[config.mk]
export PLATFORM = sky130hd
export DESIGN_NAME = cwf_line_fill
export DESIGN_NICKNAME = d
export VERILOG_FILES = /design/src/rtl/cwf_pkg.sv /design/src/rtl/cwf_fill_ctrl.sv /design/src/rtl/cwf_line_store.sv /design/src/rtl/cwf_fwd_path.sv /design/src/rtl/cwf_line_fill.sv
export SDC_FILE = /design/constraint.sdc
export NUM_CORES = 1
export LEC_CHECK = 0
export BUFFER_PORTS_ARGS = -buffer_cell sky130_fd_sc_hd__buf_4
export CAP_MARGIN = 20
export CORE_AREA = 3 3 165 167
export CTS_CLUSTER_DIAMETER = 120
export DETAILED_ROUTE_END_ITERATION = 7
export DIE_AREA = 0 0 168 170
export HOLD_SLACK_MARGIN = 0.03
export PLACE_DENSITY = 0.7
export SETUP_SLACK_MARGIN = 0.15
export SLEW_MARGIN = 20
export SYNTH_ARGS = -nofsm -noshare
export SYNTH_HDL_FRONTEND = slang
export SYNTH_SLANG_ARGS = --single-unit
[constraint.sdc]
create_clock -name clk -period 1.7 [get_ports clk]
set_input_delay 0.34 -clock clk [delete_from_list [all_inputs] [get_ports clk]]
set_output_delay 0.34 -clock clk [all_outputs]
set_load 0.03 [all_outputs]
[src/rtl/cwf_pkg.sv]
// Package: shared constants and helpers for the line fill buffer.
// Assumes beats are a power-of-two count of double words.
package cwf_pkg;
    localparam int unsigned BEAT_W_DEF = 64;
    localparam int unsigned BEATS_DEF  = 4;
    localparam int unsigned ADDR_W_DEF = 32;

    // One-hot decode of a slot index (width given by caller via cast).
    function automatic logic [31:0] slot_decode(input int unsigned idx);
        logic [31:0] v;
        v = '0;
        v[idx] = 1'b1;
        return v;
    endfunction
endpackage

[src/rtl/cwf_fill_ctrl.sv]
// Module: fill sequencer. Opens a fill on an accepted start, counts the
// accepted beats, walks the slot index modulo BEATS and raises the done
// pulse one cycle after the last beat. Assumes BEATS is a power of two.
module cwf_fill_ctrl #(
    parameter int unsigned BEATS  = 4,
    parameter int unsigned ADDR_W = 32,
    parameter int unsigned OFS_LO = 3,
    localparam int unsigned IDX_W = $clog2(BEATS)
) (
    input  logic             clk,
    input  logic             rst_n,
    input  logic             start_i,
    input  logic [ADDR_W-1:0] req_addr_i,
    input  logic             beat_vld_i,
    output logic             busy_o,
    output logic             beat_take_o,
    output logic             first_o,
    output logic [IDX_W-1:0] wr_idx_o,
    output logic [IDX_W-1:0] base_idx_o,
    output logic             done_o
);
    logic             busy_q;
    logic             done_q;
    logic [IDX_W-1:0] cnt_q;
    logic [IDX_W-1:0] idx_q;
    logic [IDX_W-1:0] base_q;
    logic             start_take;
    logic             last_beat;

    // Accept qualifiers for start and beat.
    always_comb begin
        start_take  = start_i && !busy_q;
        beat_take_o = busy_q && beat_vld_i;
        last_beat   = (cnt_q == IDX_W'(BEATS - 1));
    end

    // Sequencer state: busy flag, beat count, slot pointer, done pulse.
    always_ff @(posedge clk) begin
        if (!rst_n) begin
            busy_q <= 1'b0;
            done_q <= 1'b0;
            cnt_q  <= '0;
            idx_q  <= '0;
            base_q <= '0;
        end else begin
            done_q <= beat_take_o && last_beat;
            if (start_take) begin
                busy_q <= 1'b1;
                cnt_q  <= '0;
                idx_q  <= req_addr_i[OFS_LO +: IDX_W];
                base_q <= req_addr_i[OFS_LO +: IDX_W];
            end else if (beat_take_o) begin
                idx_q <= idx_q + 1'b1;
                cnt_q <= cnt_q + 1'b1;
                if (last_beat) begin
                    busy_q <= 1'b0;
                end
            end
        end
    end

    assign busy_o     = busy_q;
    assign first_o    = (cnt_q == '0);
    assign wr_idx_o   = idx_q;
    assign base_idx_o = base_q;
    assign done_o     = done_q;
endmodule

[src/rtl/cwf_line_store.sv]
// Module: line register split into BEATS slots of BEAT_W bits. A slot is
// written when the write strobe is high and the index selects it.
// Assumes at most one slot is written per cycle.
module cwf_line_store #(
    parameter int unsigned BEAT_W = 64,
    parameter int unsigned BEATS  = 4,
    localparam int unsigned IDX_W  = $clog2(BEATS),
    localparam int unsigned LINE_W = BEAT_W * BEATS
) (
    input  logic              clk,
    input  logic              rst_n,
    input  logic              wr_en_i,
    input  logic [IDX_W-1:0]  wr_idx_i,
    input  logic [BEAT_W-1:0] wr_data_i,
    output logic [LINE_W-1:0] line_o
);
    logic [BEATS-1:0] slot_sel;

    // Decode the write index into per-slot enables.
    always_comb begin
        slot_sel = wr_en_i ? BEATS'(cwf_pkg::slot_decode(int'(wr_idx_i))) : '0;
    end

    for (genvar s = 0; s < BEATS; s++) begin : g_slot
        logic [BEAT_W-1:0] slot_q;
        // Hold one double word of the line.
        always_ff @(posedge clk) begin
            if (!rst_n) begin
                slot_q <= '0;
            end else if (slot_sel[s]) begin
                slot_q <= wr_data_i;
            end
        end
        assign line_o[s*BEAT_W +: BEAT_W] = slot_q;
    end
endmodule

[src/rtl/cwf_fwd_path.sv]
// Module: combinational bypass of the critical double word to the load
// unit. Assumes the accept and first-beat qualifiers come from the
// sequencer in the same cycle as the beat.
module cwf_fwd_path #(
    parameter int unsigned BEAT_W = 64
) (
    input  logic              beat_take_i,
    input  logic              first_i,
    input  logic [BEAT_W-1:0] beat_data_i,
    output logic              fwd_vld_o,
    output logic [BEAT_W-1:0] fwd_data_o
);
    // Pass the first beat through, zero otherwise.
    always_comb begin
        fwd_vld_o  = beat_take_i && first_i;
        fwd_data_o = fwd_vld_o ? beat_data_i : '0;
    end
endmodule

[src/rtl/cwf_line_fill.sv]
// Module: top of the critical-word-first line fill buffer. Ties the
// sequencer, line register and forward bypass together.
// Assumes the bus returns beats in wrapped order from the requested slot.
module cwf_line_fill #(
    parameter int unsigned BEAT_W = cwf_pkg::BEAT_W_DEF,
    parameter int unsigned BEATS  = cwf_pkg::BEATS_DEF,
    parameter int unsigned ADDR_W = cwf_pkg::ADDR_W_DEF,
    localparam int unsigned IDX_W  = $clog2(BEATS),
    localparam int unsigned LINE_W = BEAT_W * BEATS,
    localparam int unsigned OFS_LO = $clog2(BEAT_W / 8)
) (
    input  logic              clk,
    input  logic              rst_n,
    input  logic              start_i,
    input  logic [ADDR_W-1:0] req_addr_i,
    input  logic              beat_vld_i,
    input  logic [BEAT_W-1:0] beat_data_i,
    output logic              fwd_vld_o,
    output logic [BEAT_W-1:0] fwd_data_o,
    output logic              line_done_o,
    output logic [LINE_W-1:0] line_o
);
    logic             busy;
    logic             beat_take;
    logic             first;
    logic [IDX_W-1:0] wr_idx;
    logic [IDX_W-1:0] base_idx;

    cwf_fill_ctrl #(.BEATS(BEATS), .ADDR_W(ADDR_W), .OFS_LO(OFS_LO)) u_ctrl (
        .clk        (clk),
        .rst_n      (rst_n),
        .start_i    (start_i),
        .req_addr_i (req_addr_i),
        .beat_vld_i (beat_vld_i),
        .busy_o     (busy),
        .beat_take_o(beat_take),
        .first_o    (first),
        .wr_idx_o   (wr_idx),
        .base_idx_o (base_idx),
        .done_o     (line_done_o)
    );

    cwf_line_store #(.BEAT_W(BEAT_W), .BEATS(BEATS)) u_store (
        .clk      (clk),
        .rst_n    (rst_n),
        .wr_en_i  (beat_take),
        .wr_idx_i (wr_idx),
        .wr_data_i(beat_data_i),
        .line_o   (line_o)
    );

    cwf_fwd_path #(.BEAT_W(BEAT_W)) u_fwd (
        .beat_take_i(beat_take),
        .first_i    (first),
        .beat_data_i(beat_data_i),
        .fwd_vld_o  (fwd_vld_o),
        .fwd_data_o (fwd_data_o)
    );
endmodule

### Word level (Yosys, flattened, before mapping)

Index checks and enable logic that the tools add are counted.

* output and inout bits: 322
* register bits: 262
* bits of input ports: 100
* word-level logic and storage cells: 34

* reduce and logical (&&, ||, !) cells: 11
* bitwise logic cells: 1
* $add $sub $neg: 2
* muxes and demuxes: 9
* $lt $le $gt $ge: 2
* equality and inequality tests: 1

Operators with widths (number)
* $mux 64: 1
* $lt 2x6->1 const B: 1
* $logic_and 1x1->1: 5
* $add 2x1->2 const B: 2
* $mux 1: 4
* $mux 2: 2
* $mux 4: 1
* $reduce_bool 2->1: 2
* $demux 1 s2: 1
* $eq 2x2->1 const B: 1
* $ge 2x1->1 const B: 1
* $logic_not 2->1: 1
* $reduce_and 2->1: 1
* $reduce_or 2->1: 1
* $logic_not 1->1: 1
* $not 1->1: 1

### Logic depth before layout (Yosys ltp)

Gate-level depths: netlist of run 1.

* depth in word-level cells: 5
* mapped depth: 7
* gate-level depth less buffers: 5

### Modules after synthesis

Synthesis of run 1 repeated with hierarchy kept, for this count alone.

* cell total of the unflattened synthesis: 1015
* area total of the unflattened synthesis: 10468.8 µm²

Modules (own cells, without submodules)
* cwf_line_store: sequential area each 5124.9 µm², times used 1, cells an instance 900, area an instance 9561.7 µm²
* cwf_fwd_path: sequential area each 0.0 µm², times used 1, cells an instance 79, area an instance 545.5 µm²
* cwf_fill_ctrl: sequential area each 160.2 µm², times used 1, cells an instance 36, area an instance 361.6 µm²

### Worst setup path after synthesis of run 1

Ideal clock, no wire load.

* path kind: register to output
* start: register u_ctrl.cnt_q[0]
* end: output fwd_data_o[26]
* cell stages (with the launch flop): 6
* data required time: 1.360 ns
* path slack: -0.072 ns
* path buffers: 1
* arrival time: 1.432 ns
* path through: dfxtp_1 > inv_1 > ha_1 > and3_1 > clkbuf_1 > and2_1

* longest elaborated chain between the ends: 3

RTL lines
* start: declaration: line cwf_fill_ctrl.sv:24 `logic [IDX_W-1:0] cnt_q;`
* start signal: assignment: line cwf_fill_ctrl.sv:54 `cnt_q <= cnt_q + 1'b1;`
* $logic_not 2->1: line cwf_fill_ctrl.sv:63 `assign first_o = (cnt_q == '0);`
* $logic_and 1x1->1: line cwf_fwd_path.sv:15 `fwd_vld_o = beat_take_i && first_i;`
* named net fwd_vld_o: line cwf_line_fill.sv:18 `output logic fwd_vld_o,`
* $mux 64: line cwf_fwd_path.sv:16 `fwd_data_o = fwd_vld_o ? beat_data_i : '0;`
* end: declaration: line cwf_line_fill.sv:19 `output logic [BEAT_W-1:0] fwd_data_o,`

The timed path passes the listed nets, and every way through them passes these cells.

### Worst setup path in the final report of run 1

* start: register u_ctrl.cnt_q[0]
* end: output fwd_data_o[36]

* longest elaborated chain between the ends: 3

RTL lines (line)
* $logic_not 2->1: cwf_fill_ctrl.sv:63
* $logic_and 1x1->1: cwf_fwd_path.sv:15
* $mux 64: cwf_fwd_path.sv:16

No other way between the ends.

==> results_dict.tcl, run 1 <==
set metrics [dict create \
    final_max_slew_viol_count 0 \
    place_area_sq_um 13940 \
    rsz0062_at_grt "yes" \
    drc 0 \
    setup_viol 65 \
    skew_ns 0.01718 \
    synthesis.nets 1332 \
    track_usage_pct 22.03 \
    routed_wl_um 35010 \
    grt_max_degree 45 \
    startpoint "u_ctrl.cnt_q[0]$_SDFFE_PP0P_" \
    yosysMostFrequentCell "nand2_1" \
    ys_top_cells_by_count "nand2_1 (516), dfxtp_1 (262), a21boi_0 (196), and2_1 (64), a21boi_2 (60)" \
    cts_tree "yes" \
    grt_pass1_vias 9145 \
    finalSetupTns_ns -26.26 \
    first_pass_iters 5 \
    cts_root_buffer "clkbuf_16" \
    critPathMaxFanout 28 \
    ir_worst_vdd_mv 0.7495 \
    syn_inst 1226 \
    vias 9627 \
    violations "setup timing" \
    chipHeight_um 170 \
    die_w_um 168 \
    synth_area_leaders "dfxtp_1 (50%), nand2_1 (18%), a21boi_0 (14%), a21boi_2 (6.4%), and2_1 (3.8%)" \
    cts_buffer_depth 3 \
    grt-ovfl-total 0 \
    p_leak_nw 6.164 \
    drt-initial-drc-count 584 \
    cts.sinks 262 \
    syn_area_sq_um 10550 \
    status "finished with violations" \
    viasPerCell 4.942 \
    maxCapViolCount 0 \
    crit_path_end_kind "primary output" \
    instances_no_fill 1948 \
    power_mw 13.89 \
    p_per_area_nw_per_um2 916.4 \
    setup_slack_ns -0.4401 \
    r2r_start "u_ctrl.wr_idx_o[1]$_SDFFE_PN0P_" \
    rr_worst_depth 7 \
    rrSetupSlack_ns 0.22 \
    grt_first_pass_wirelength_um 51210 \
    avgRoutedWirePerCell_um 17.97 \
    die_area_sq_um 28560 \
    cts_hold_buf 0 \
    drive_above_1_share_pct 37.76 \
    htree_levels 1 \
    seq_area_frac_synth_pct 49.72 \
    timing.rr.end "u_store.g_slot[0].slot_q[15]$_SDFFE_PN0P_" \
    dp.cells 1892 \
    final_hold_viol_count 0 \
    whs_ns 0.08405 \
    worstSetupPathType "flop to primary output" \
    endpoint "fwd_data_o[36]" \
    diodes 0 \
    syn_to_final_growth_pct 43.72 \
    clk_pin_slew_worst_paths_ns 0.06 \
    pre_cts_ws_ns 0.01589 \
    hp-class "input port to flop" \
    ys_types 27 \
    async_flop_share_pct 0 \
    final_area_sq_um 15160 \
    cp-start-kind "flop" \
    io_buffers 391 \
    rows 59 \
    hpwlAfterDp_um 22670 \
    yosysWarnings 0 \
    yosysTopAreaCellShare_pct 49.72 \
    ant_nets 0 \
    antenna_found_initial 0 \
    syn_area_per_cell_sq_um 8.604 \
    fin_crit_ns 2.140 \
    synth_edf_count 0 \
    worst-slew-pin-transition_ns 0.3272 \
    layout.nets 1698 \
    core_area_sq_um 25910 \
    cp.arrival_ns 1.80 \
    max_slew_margin_pct 78.19 \
    period_share_pct 125.9 \
    max_clock_freq_mhz 467.3 \
    synthFlopType "dfxtp_1" \
    globalplace.congestion 0.8072 \
    cp.required_ns 1.36 \
    numCtsBuffers 27 \
    utilization_pct 58.51 \
    synth_seq_cells 262 \
    ios 422 \
    start_util_pct 40.71 \
    worst_skew_pair.late_latency_ns 0.54 \
    synth_top_area_cell "dfxtp_1" \
]
## what timing repair did
action                                  4_1_cts  5_1_grt
endpoints found under the setup margin       97      165
setup buffers                                 0        1
resized for setup                            38       20
cloned                                        0        5
## where the power goes
group          internal (mW)  leakage, nW  switching (mW)
clock network           3.49        0.447            2.45
registers               6.26         2.12          0.0653
logic                  0.663         3.60           0.962
## logic make-up (layout without fill, tap and decap cells)
group	count (synthesis)	after routing	synth area share, %
simple gates	595	595	23.19
compound gates	264	264	20.79
flops	262	262	49.72
buf+inv	95	482	5.219
fa+ha+maj	6	6	0.7116
xor+xnor	2	2	0.1661
mux	2	2	0.2016
## final cells by class
type	count	area (sq um)
Timing Repair Buffer	428	3707
Clock inverter	11	108.9
Sequential cell	262	5249
Multi-Input combinational cell	869	4881
Fill cell	2354	10750
Tap cell	335	419.2
Clock buffer	39	780.7
Inverter	4	15.01
## placed cells by master (no fill, tap or decap), types with 3 or more instances in the layout
master       n
clkbuf_8     6
inv_2        3
buf_12      22
a21boi_0   193
clkinv_2     8
and3_4       4
and2_1       5
ha_1         4
buf_6       29
nand3_2      4
and2_2      37
buf_8        3
a21oi_1      3
a21boi_2    60
nand2_1    516
clkbuf_1     6
o21ai_0      3
dfxtp_1    259
clkbuf_16   32
a21boi_1     3
and2_4      22
dfxtp_2      3
buf_4      369
## worst max-delay path, stage by stage (launching register included)
cell and delay, ns:
dfxtp_2 0.33, inv_2 0.04, ha_2 0.15, and3_4 0.22, buf_12 0.18, and2_1 0.18, buf_6 0.14
## how the worst min path moves through the flow
stage / startpoint / end / slack (ns) / cells past startpoint
floorplan: beat_data_i[25] / u_store.g_slot[3].slot_q[25]$_SDFFE_PN0P_ / 0.48 / 2
global placement: u_store.g_slot[1].slot_q[19]$_SDFFE_PN0P_ / u_store.g_slot[1].slot_q[19]$_SDFFE_PN0P_ / 0.45 / 2
detailed placement: u_store.g_slot[1].slot_q[59]$_SDFFE_PN0P_ / u_store.g_slot[1].slot_q[59]$_SDFFE_PN0P_ / 0.46 / 2
CTS: beat_data_i[61] / u_store.g_slot[3].slot_q[61]$_SDFFE_PN0P_ / 0.06 / 3
global route: beat_data_i[10] / u_store.g_slot[3].slot_q[10]$_SDFFE_PN0P_ / 0.08 / 3
finish: beat_data_i[61] / u_store.g_slot[3].slot_q[61]$_SDFFE_PN0P_ / 0.08 / 3
## registers in the layout (all words and copies together), names as in the netlist
| name | cells |
|---|---|
| u_ctrl.busy_o | 1 |
| u_ctrl.cnt_q | 2 |
| u_ctrl.done_o | 1 |
| u_ctrl.wr_idx_o | 2 |
| u_store.g_slot.slot_q | 256 |
## per-layer routing
metal  vias to the layer above  global-route usage (%)  wire, um
met5                         -                       0         0
met4                         0                   7.898      1233
met3                        80                   5.645      2962
met2                       372                   37.55     16640
met1                      4524                   27.10     14170
li1                       4651                       -         -
(Power assumes the default switching activity.)
==> run 2, diff against run 1 <==
Settings changed: CORE_AREA 3 3 165 167 to 2 2 164 166, DIE_AREA 0 0 168 170 to 0 0 166 168.
==> run 2 against run 1 <==
  * The run still ends with setup timing left
  * Combinational power rose by 4%
  * Worst hold slack got worse by 0.0048 ns
  * Cell area grew 1.7%
  * Via count is essentially flat
  * Register-to-register slack barely moved
  * Utilization barely moved
  * First-iteration DRC count up 20%
  * Setup slack worse by 0.045 ns
  * Sequential power about the same
  * Count of clock-buffer cells in the layout up 4
  * Die area fell by 2.4%
  * Sequential cell count is the same
  * Largest cell class unchanged
  * Largest power group unchanged
==> results_dict.tcl, run 2 (synthesized netlist as in run 1, its figures left out) <==
set metrics [dict create \
    crit_path_end_kind "primary output" \
    power_frac_clock_pct 42.1 \
    worst-slew-pin-transition_ns 0.4980 \
    p_leak_nw 6.228 \
    ir_worst_vdd_mv 0.5969 \
    p_switching_mw 3.483 \
    finalSetupTns_ns -27.23 \
    drc 0 \
    cp.arrival_ns 1.85 \
    max_slew_margin_pct 66.80 \
    utilization_pct 58.50 \
    cp-start-kind "flop" \
    avgRoutedWirePerCell_um 18.27 \
    grt_util_met3_pct 5.924 \
    syn_to_final_growth_pct 46.14 \
    p_comb_share_pct 12.2 \
    fillers 2326 \
    max_clock_freq_mhz 457.6 \
    final_max_slew_viol_count 0 \
    drive_above_1_share_pct 37.74 \
    final_area_sq_um 15420 \
    grt_pass1_vias 9033 \
    globalplace.congestion 0.7775 \
    register_area_sq_um 5250 \
    die_area_sq_um 27890 \
    violations "setup timing" \
    numCtsBuffers 28 \
    mostFrequentLayoutCells "nand2_1 (516), buf_4 (331), dfxtp_1 (258)" \
    place_area_sq_um 13910 \
    ant_nets 0 \
    skew_ns 0.01347 \
    busiest_layer "met2" \
    worstSetupPathType "flop to primary output" \
    io_buffers 391 \
    die_w_um 166 \
    multi_input_area_sq_um 4937 \
    viasPerCell 4.929 \
    clk_pin_slew_worst_paths_ns 0.06 \
    setup_viol 65 \
    status "finished with violations" \
    swShare_pct 25.15 \
    maxCapViolCount 0 \
    internal_power_mw 10.37 \
    hp-class "input port to flop" \
    track_usage_pct 22.39 \
    htree_levels 1 \
    cts_buffer_depth 3 \
    rows 60 \
    critPathMaxFanout 8 \
    final_hold_viol_count 0 \
    drt-initial-drc-count 701 \
    cts_hold_buf 0 \
    ios 422 \
    fin_crit_ns 2.185 \
    largest_register_ffs 256 \
    layout.nets 1699 \
    hpwlAfterDp_um 21570 \
    cts_root_buffer "clkbuf_16" \
    grt-ovfl-total 0 \
    regMostFlops "u_store.g_slot.slot_q" \
    final_common_cell "nand2_1" \
    worst_skew_pair.late_latency_ns 0.54 \
    start_util_pct 40.03 \
    setup_slack_ns -0.4853 \
    vias 9632 \
    antenna_found_initial 1 \
    grt_max_degree 132 \
    period_share_pct 128.5 \
    seq_power_share_pct 45.7 \
    grtUsageMet2_pct 38.52 \
    grtUsageMet1_pct 27.76 \
    chipHeight_um 168 \
    cp.required_ns 1.36 \
    first_pass_iters 5 \
    grt_first_pass_wirelength_um 50830 \
    p_per_area_nw_per_um2 898.4 \
    cts.sinks 262 \
    routed_wl_um 35710 \
    cts_tree "yes" \
    rsz0062_at_grt "yes" \
    core_area_sq_um 26350 \
]
==> run 2: cell types whose count changed in the layout (fill, tap and decap cells not counted), moves of 3 or more <==
cell,previous run,this run
a21boi_0,193,176
clkbuf_16,32,39
buf_6,29,66
a21boi_1,3,20
clkinv_2,8,4
and2_4,22,37
buf_8,3,0
buf_4,369,331
and2_2,37,22
==> run 2: area by class of cell <==
cell class                      count  share of cell area [%]
Timing Repair Buffer              428                   25.34
Clock inverter                      5                  0.1786
Sequential cell                   262                   34.06
Clock buffer                       43                   5.503
Multi-Input combinational cell    869                   32.03
Antenna cell                        2                 0.03246
Inverter                            4                 0.09739
Tap cell                          341                   2.768
==> run 2: worst paths after layout <==
kind                                       startpoint                                         to  slack (ns)  depth (start not counted)
min reg2reg  u_store.g_slot[1].slot_q[7]$_SDFFE_PN0P_   u_store.g_slot[1].slot_q[7]$_SDFFE_PN0P_        0.45                          2
min                                   beat_data_i[37]  u_store.g_slot[1].slot_q[37]$_SDFFE_PN0P_        0.08                          3
max                      u_ctrl.cnt_q[1]$_SDFFE_PP0P_                             fwd_data_o[59]       -0.49                          7
max reg2reg           u_ctrl.wr_idx_o[1]$_SDFFE_PN0P_   u_store.g_slot[1].slot_q[1]$_SDFFE_PN0P_        0.23                          6
==> run 2: critical path: stages, from the launching register on <==
cell and delay [ns]:
dfxtp_2 0.35, inv_2 0.05, ha_4 0.14, and3_4 0.17, buf_12 0.14, clkbuf_16 0.16, and2_4 0.16, buf_6 0.13
==> run 2: per-stage QoR <==
step,cells,setup slack (ns),hold WS (ns),power [mW]
finish,1954,-0.4853,0.07924,13.85
global route,1952,-0.5335,0.07090,14.33
CTS,1941,-0.5086,0.06891,13.86
detailed placement,1892,0.003306,0.4567,7.984
global placement,1892,0.03375,0.4497,7.967
floorplan,1226,0.09242,0.4849,7.302
==> run 2: layer usage <==
metal	vias up	part of all wire, %
met2	339	49
met5	-	0
li1	4657	-
met3	51	8.0
met1	4585	41
met4	0	2.2
==> run 2: what timing repair did <==
item | 4_1_cts | 5_1_grt
resized for setup | 78 | 44
cloned | 1 | 10
setup endpoints to repair | 65 | 170
pin swaps | 2 | 9
setup buffers | 0 | 1
==> run 2: power groups by stage <==
| stage | clock (mW) | sequential (mW) | combinational, mW |
|---|---|---|---|
| after floorplan | 0 | 6.68 | 0.617 |
| after global placement | 0 | 6.46 | 1.51 |
| after detailed placement | 0 | 6.46 | 1.52 |
| after CTS | 5.94 | 6.33 | 1.59 |
| after global routing | 6.21 | 6.34 | 1.77 |
| final | 5.83 | 6.33 | 1.69 |
